--- src/rtl/cru_pkg.sv ---
package cru_pkg;
  parameter int FIELD_W   = 4;
  parameter int N_FIELDS  = 8;
  parameter int OPND_W    = 64;
  parameter int INSN_W    = 32;
  parameter int MASK_LSB  = 12;
  parameter int SEL_BIT   = 20;

  localparam int CR_W  = FIELD_W * N_FIELDS;
  localparam int HI_W  = OPND_W - CR_W;

  typedef enum logic [1:0] {
    OP_IDLE0 = 2'b00,
    OP_TO    = 2'b01,
    OP_FROM  = 2'b10,
    OP_IDLE1 = 2'b11
  } cru_op_e;

  // Widen a per-field mask into a per-bit mask.
  function automatic logic [CR_W-1:0] cru_expand(input logic [N_FIELDS-1:0] m);
    logic [CR_W-1:0] r;
    r = '0;
    for (int f = 0; f < N_FIELDS; f++) begin
      r[f*FIELD_W +: FIELD_W] = {FIELD_W{m[f]}};
    end
    return r;
  endfunction

  // Merge source into base wherever the bit mask is set.
  function automatic logic [CR_W-1:0] cru_merge(input logic [CR_W-1:0] base,
                                                input logic [CR_W-1:0] src,
                                                input logic [CR_W-1:0] bm);
    return (base & ~bm) | (src & bm);
  endfunction
endpackage

--- src/rtl/cru_decode.sv ---
module cru_decode
  import cru_pkg::*;
(
  input  logic [INSN_W-1:0]   insn_i,
  input  logic [1:0]          op_i,
  output logic [N_FIELDS-1:0] mask_o,
  output logic                sel_mask_o,
  output logic                is_to_o,
  output logic                is_from_o
);
  cru_op_e op;
  logic [INSN_W-1:0] unused_insn_bits;

  assign op         = cru_op_e'(op_i);
  assign mask_o     = insn_i[MASK_LSB +: N_FIELDS];
  assign sel_mask_o = insn_i[SEL_BIT];
  assign is_to_o    = (op == OP_TO);
  assign is_from_o  = (op == OP_FROM);
  assign unused_insn_bits = insn_i;
endmodule

--- src/rtl/cru_move_to.sv ---
module cru_move_to
  import cru_pkg::*;
(
  input  logic                en_i,
  input  logic [N_FIELDS-1:0] mask_i,
  input  logic [CR_W-1:0]     src_i,
  input  logic [CR_W-1:0]     cr_i,
  output logic [N_FIELDS-1:0] wr_en_o,
  output logic [CR_W-1:0]     cr_o
);
  logic [CR_W-1:0] bit_mask;

  for (genvar g = 0; g < N_FIELDS; g++) begin : g_fld
    assign wr_en_o[g] = en_i & mask_i[g];
  end

  assign bit_mask = cru_expand(wr_en_o);
  assign cr_o     = cru_merge(cr_i, src_i, bit_mask);
endmodule

--- src/rtl/cru_move_from.sv ---
module cru_move_from
  import cru_pkg::*;
(
  input  logic                en_i,
  input  logic                sel_mask_i,
  input  logic [N_FIELDS-1:0] mask_i,
  input  logic [CR_W-1:0]     cr_i,
  output logic [OPND_W-1:0]   res_o
);
  logic [N_FIELDS-1:0] keep;
  logic [CR_W-1:0]     low;

  for (genvar g = 0; g < N_FIELDS; g++) begin : g_fld
    assign keep[g] = en_i & (~sel_mask_i | mask_i[g]);
    assign low[g*FIELD_W +: FIELD_W] = keep[g] ? cr_i[g*FIELD_W +: FIELD_W] : '0;
  end

  assign res_o = {{HI_W{1'b0}}, low};
endmodule

--- src/rtl/cru_top.sv ---
module cru_top
  import cru_pkg::*;
(
  input  logic              clk,
  input  logic              rst_n,
  input  logic [1:0]        op_i,
  input  logic [31:0]       insn_i,
  input  logic [63:0]       opnd_i,
  input  logic [31:0]       cr_i,
  output logic [31:0]       cr_o,
  output logic [63:0]       res_o
);
  logic [N_FIELDS-1:0] mask_w;
  logic                sel_mask_w;
  logic                is_to_w;
  logic                is_from_w;
  logic [N_FIELDS-1:0] fld_wr_w;
  logic [CR_W-1:0]     cr_next_w;
  logic [OPND_W-1:0]   res_next_w;
  logic [HI_W-1:0]     unused_opnd_hi;
  logic                live_q;

  assign unused_opnd_hi = opnd_i[OPND_W-1:CR_W];

  cru_decode u_dec (
    .insn_i     (insn_i),
    .op_i       (op_i),
    .mask_o     (mask_w),
    .sel_mask_o (sel_mask_w),
    .is_to_o    (is_to_w),
    .is_from_o  (is_from_w)
  );

  cru_move_to u_to (
    .en_i    (is_to_w),
    .mask_i  (mask_w),
    .src_i   (opnd_i[CR_W-1:0]),
    .cr_i    (cr_i),
    .wr_en_o (fld_wr_w),
    .cr_o    (cr_next_w)
  );

  cru_move_from u_from (
    .en_i       (is_from_w),
    .sel_mask_i (sel_mask_w),
    .mask_i     (mask_w),
    .cr_i       (cr_i),
    .res_o      (res_next_w)
  );

  always_ff @(posedge clk) begin
    if (!rst_n) begin
      cr_o   <= '0;
      res_o  <= '0;
      live_q <= 1'b0;
    end else begin
      cr_o   <= cr_next_w;
      res_o  <= res_next_w;
      live_q <= 1'b1;
    end
  end


  to_res_zero_chk: assert property (@(posedge clk) disable iff (!rst_n)
    live_q && $past(is_to_w) |-> res_o == '0);


  res_high_zero_chk: assert property (@(posedge clk) disable iff (!rst_n)
    res_o[63:32] == '0);


  from_cr_keep_chk: assert property (@(posedge clk) disable iff (!rst_n)
    live_q && $past(is_from_w) |-> cr_o == $past(cr_i));


  from_full_copy_chk: assert property (@(posedge clk) disable iff (!rst_n)
    live_q && $past(is_from_w && !sel_mask_w) |-> res_o[31:0] == $past(cr_i));


  idle_pass_chk: assert property (@(posedge clk) disable iff (!rst_n)
    live_q && $past(!is_to_w && !is_from_w) |-> (cr_o == $past(cr_i)) && (res_o == '0));


  wr_onehot_chk: assert property (@(posedge clk) disable iff (!rst_n)
    !is_to_w |-> fld_wr_w == '0);

  for (genvar g = 0; g < N_FIELDS; g++) begin : g_chk

    to_field_load_chk: assert property (@(posedge clk) disable iff (!rst_n)
      live_q && $past(fld_wr_w[g]) |->
        cr_o[g*FIELD_W +: FIELD_W] == $past(opnd_i[g*FIELD_W +: FIELD_W]));

    to_field_keep_chk: assert property (@(posedge clk) disable iff (!rst_n)
      live_q && $past(is_to_w && !mask_w[g]) |->
        cr_o[g*FIELD_W +: FIELD_W] == $past(cr_i[g*FIELD_W +: FIELD_W]));

    from_masked_chk: assert property (@(posedge clk) disable iff (!rst_n)
      live_q && $past(is_from_w && sel_mask_w) |->
        res_o[g*FIELD_W +: FIELD_W] ==
          ($past(mask_w[g]) ? $past(cr_i[g*FIELD_W +: FIELD_W]) : 4'h0));
  end
endmodule

--- config.mk ---
export PLATFORM = sky130hd
export DESIGN_NAME = cru_top
export DESIGN_NICKNAME = d
export VERILOG_FILES = /design/src/rtl/cru_pkg.sv /design/src/rtl/cru_decode.sv /design/src/rtl/cru_move_to.sv /design/src/rtl/cru_move_from.sv /design/src/rtl/cru_top.sv
export SDC_FILE = /design/constraint.sdc
export NUM_CORES = 1
export LEC_CHECK = 0
export BUFFER_PORTS_ARGS = -buffer_cell sky130_fd_sc_hd__buf_2
export CORE_UTILIZATION = 44
export CTS_CLUSTER_DIAMETER = 120
export DETAILED_ROUTE_END_ITERATION = 8
export PLACE_DENSITY = 0.81
export SLEW_MARGIN = 20
export SYNTH_ARGS = -nofsm -noshare
export SYNTH_HDL_FRONTEND = slang
export SYNTH_HIERARCHICAL = 1
export SYNTH_SLANG_ARGS = --single-unit
--- constraint.sdc ---
create_clock -name clk -period 1.5 [get_ports clk]
set_clock_uncertainty 0.2 [all_clocks]
set_input_delay 0.3 -clock clk [delete_from_list [all_inputs] [get_ports clk]]
set_output_delay 0.3 -clock clk [all_outputs]
set_load 0.1 [all_outputs]
==> summary.md <==
| Metric | Value |
|---|---|
| Worst-path cell with the longest stage delay | sky130_fd_sc_hd__dfxtp_1 |
| P_leak | about 3 nW |
| Max Clock Freq | 696 MHz |
| Hold Buf Count CTS | 0 |
| Post-detailed-placement half-perimeter wirelength | 6590 µm |
| Total internal power | about 4.5 mW |
| Type of the most critical hold path | primary input to flop |
| Total net switching power | a little over 2 mW |
| Worst Path Max Fanout | 1 |
| Area occupied by multi-input gates | around 0.0015 mm² |
| Endpoints failing hold | 0 |
| Residual DRC count | 0 |
| Die Ht | between 90 and 100 µm |
| Shortest period the worst path allows | between 1000 and 1500 ps |
| Clock buffer count from CTS | 9 |
| Highest cell delay on the worst timing path | 390 ps |
| Via count of the first global-routing pass | 2739 |
| Placed cells | slightly below 600 |
| Power density over the cells | approximately 1100 mW/mm² |
| Vias | 2667 |
| Instance count on the critical path | 1 |
| Number of H-tree levels | 3 |
| Number of standard cells after synthesis | 330 |
| Total GRT Usage | 19.2% |
| Core Region | just over 0.008 mm² |
| Routed wire length | between 8000 and 9000 µm |
| Status | finished clean |
| Number of resized instances in the post-cts repair step | 0 |
| Register share of total power | a little over two fifths |
| Data required, critical path | 1000 ps |
| Syn. warnings | 6 |
| Initial core utilization | between 40% and 50% |
| Number of slew-limit violations in the final report | 0 |
| Worst setup endpoint | res_o[60] |
| Total standard cell area after synthesis | 0.00377 mm² |
| Largest net degree at the start of global routing | 97 |
| Cell breakdown of the critical path | buf_12 |
| Number of sinks handled by clock tree synthesis | 96 |
| Part of the total power dissipated in the clock network | between 30% and 40% |
| Cell at the root of the clock tree | sky130_fd_sc_hd__clkbuf_8 |
| Final period utilization | a little over nine tenths |
| Buffers inserted during post-CTS setup optimization | 0 |
| Sum of buffers and inverters on the critical path | 1 |
| Top Family by Delay on Critical Path | flip-flops |
| RePlAce Congestion | between 0.7 and 0.8 |
| Number of port buffers | ~170 |
| Setup repair after global routing missed its margin | false |
| Number of search-and-repair iterations in the first detailed-routing pass | 4 |
| Total inserted antenna cells | 0 |
| Final std cells w/o fill | 601 |
| Antenna viol nets, final | 0 |
| Final setup vio count | 0 |
| Floorplan die area | 0.00893 mm² |
| Worst IR drop on VDD | roughly 0.00076 V |
| Via density | roughly 4.4 |
| Proportion of total power due to net switching | between 30% and 40% |
| Starting DRT DRC Count | 33 |
| Critical Path Start Type | flop |
| CTS tree | done |
| Number of antenna violations at the first check in global routing | 0 |
| Area growth from synthesis to layout | 64.2% |
| Count of filler cells inserted in the layout | roughly 540 |
| Aggregate global routing overflow | 0 |
| NumNets Final | ~620 |
| Setup crit end kind | output pin |
| Combinational group share of total power | 27.6% |
| Std cell rows | 33 |
| First-pass GRT wire length | 12600 µm |
| IO Pins | about 230 |
| Die width | 94.5 µm |
| Final core occ | roughly three quarters |
| Maximum clock path buffer count | 2 |
| Clock transition time at the flip-flop clock pins of the worst setup and hold paths | 90 ps |
| Timing startpoint of the critical path | res_o[60] |
| Register Area | about 0.0019 mm² |
| Reported max-cap violation count | 0 |
| Avg Cell Area, Syn | between 10 and 15 µm² |
| Layout cell share with drive strength beyond 1 | around 46% |
| Kind of critical path | flop to output pin |
| Wirelength per Cell | between 10 and 15 µm |
| Worst path arrival time | between 900 and 1000 ps |
==> layout make-up <==
type / instances / area share (%)
repair buffers: 174 / 37.9
clock buffers: 10 / 2.06
multi-input cells: 210 / 25.0
clock inverters: 6 / 1.82
well taps: 105 / 2.12
flip-flops and latches: 96 / 31.1
==> placed cells by master, fill, tap and decap left out <==
cell,instances
sky130_fd_sc_hd__clkinv_2,1
sky130_fd_sc_hd__conb_1,32
sky130_fd_sc_hd__mux2_4,29
sky130_fd_sc_hd__clkbuf_8,9
sky130_fd_sc_hd__buf_12,98
sky130_fd_sc_hd__buf_2,76
sky130_fd_sc_hd__and3_1,32
sky130_fd_sc_hd__nor2b_2,1
sky130_fd_sc_hd__mux2_1,3
sky130_fd_sc_hd__bufinv_16,3
sky130_fd_sc_hd__clkbuf_1,1
sky130_fd_sc_hd__inv_6,2
sky130_fd_sc_hd__nand2_4,8
sky130_fd_sc_hd__dfxtp_1,96
sky130_fd_sc_hd__and2_1,96
sky130_fd_sc_hd__nand2b_1,8
sky130_fd_sc_hd__and2b_2,1
==> power by group through the flow <==
stage / registers [mW] / clock network, mW / logic (mW)
3_3_place_gp: 2.82 / 0 / 1.78
4_1_cts: 2.77 / 2.03 / 1.81
5_1_grt: 2.78 / 2.14 / 1.87
6_report: 2.77 / 1.97 / 1.81
3_5_place_dp: 2.83 / 0 / 1.81
2_1_floorplan: 3.63 / 0 / 0.361
==> metrics by stage <==
step / power, mW / area [µm²] / setup slack [ps] / hold slack, ps / TNS (ps)
2_1_floorplan: 3.99 / 3880 / 31.5 / 321 / 0
3_3_place_gp: 4.60 / 5940 / -123 / 406 / -2750
3_5_place_dp: 4.64 / 5940 / -157 / 420 / -4750
4_1_cts: 6.61 / 6180 / 37.0 / 42.7 / 0
5_1_grt: 6.79 / 6180 / 6.43 / 52.2 / 0
6_report: 6.55 / 6180 / 63.9 / 62.3 / 0
==> layer usage <==
layer	share of wire (%)	up-vias	global-route usage [%]	wire length [µm]
li1	-	1301	-	-
met4	3.1	0	9.60	258
met5	0	-	0	0
met2	55	126	37.3	4620
met3	8.0	22	6.76	668
met1	33	1218	17.3	2770
==> worst min path at each step <==
stage | from | end | slack [ps] | cells after the start
global placement | opnd_i[30] | cr_o[30] | 410 | 3
floorplan | opnd_i[30] | cr_o[30] | 320 | 2
detailed placement | opnd_i[30] | cr_o[30] | 420 | 3
CTS | opnd_i[31] | cr_o[31] | 40 | 3
global route | opnd_i[30] | cr_o[30] | 50 | 3
finish | opnd_i[31] | cr_o[31] | 60 | 3
==> registers in the layout, summed over array words and instances (netlist names) <==
register	count
cr_o	32
res_o	64
No activity file was read; power rests on OpenSTA's default activity.
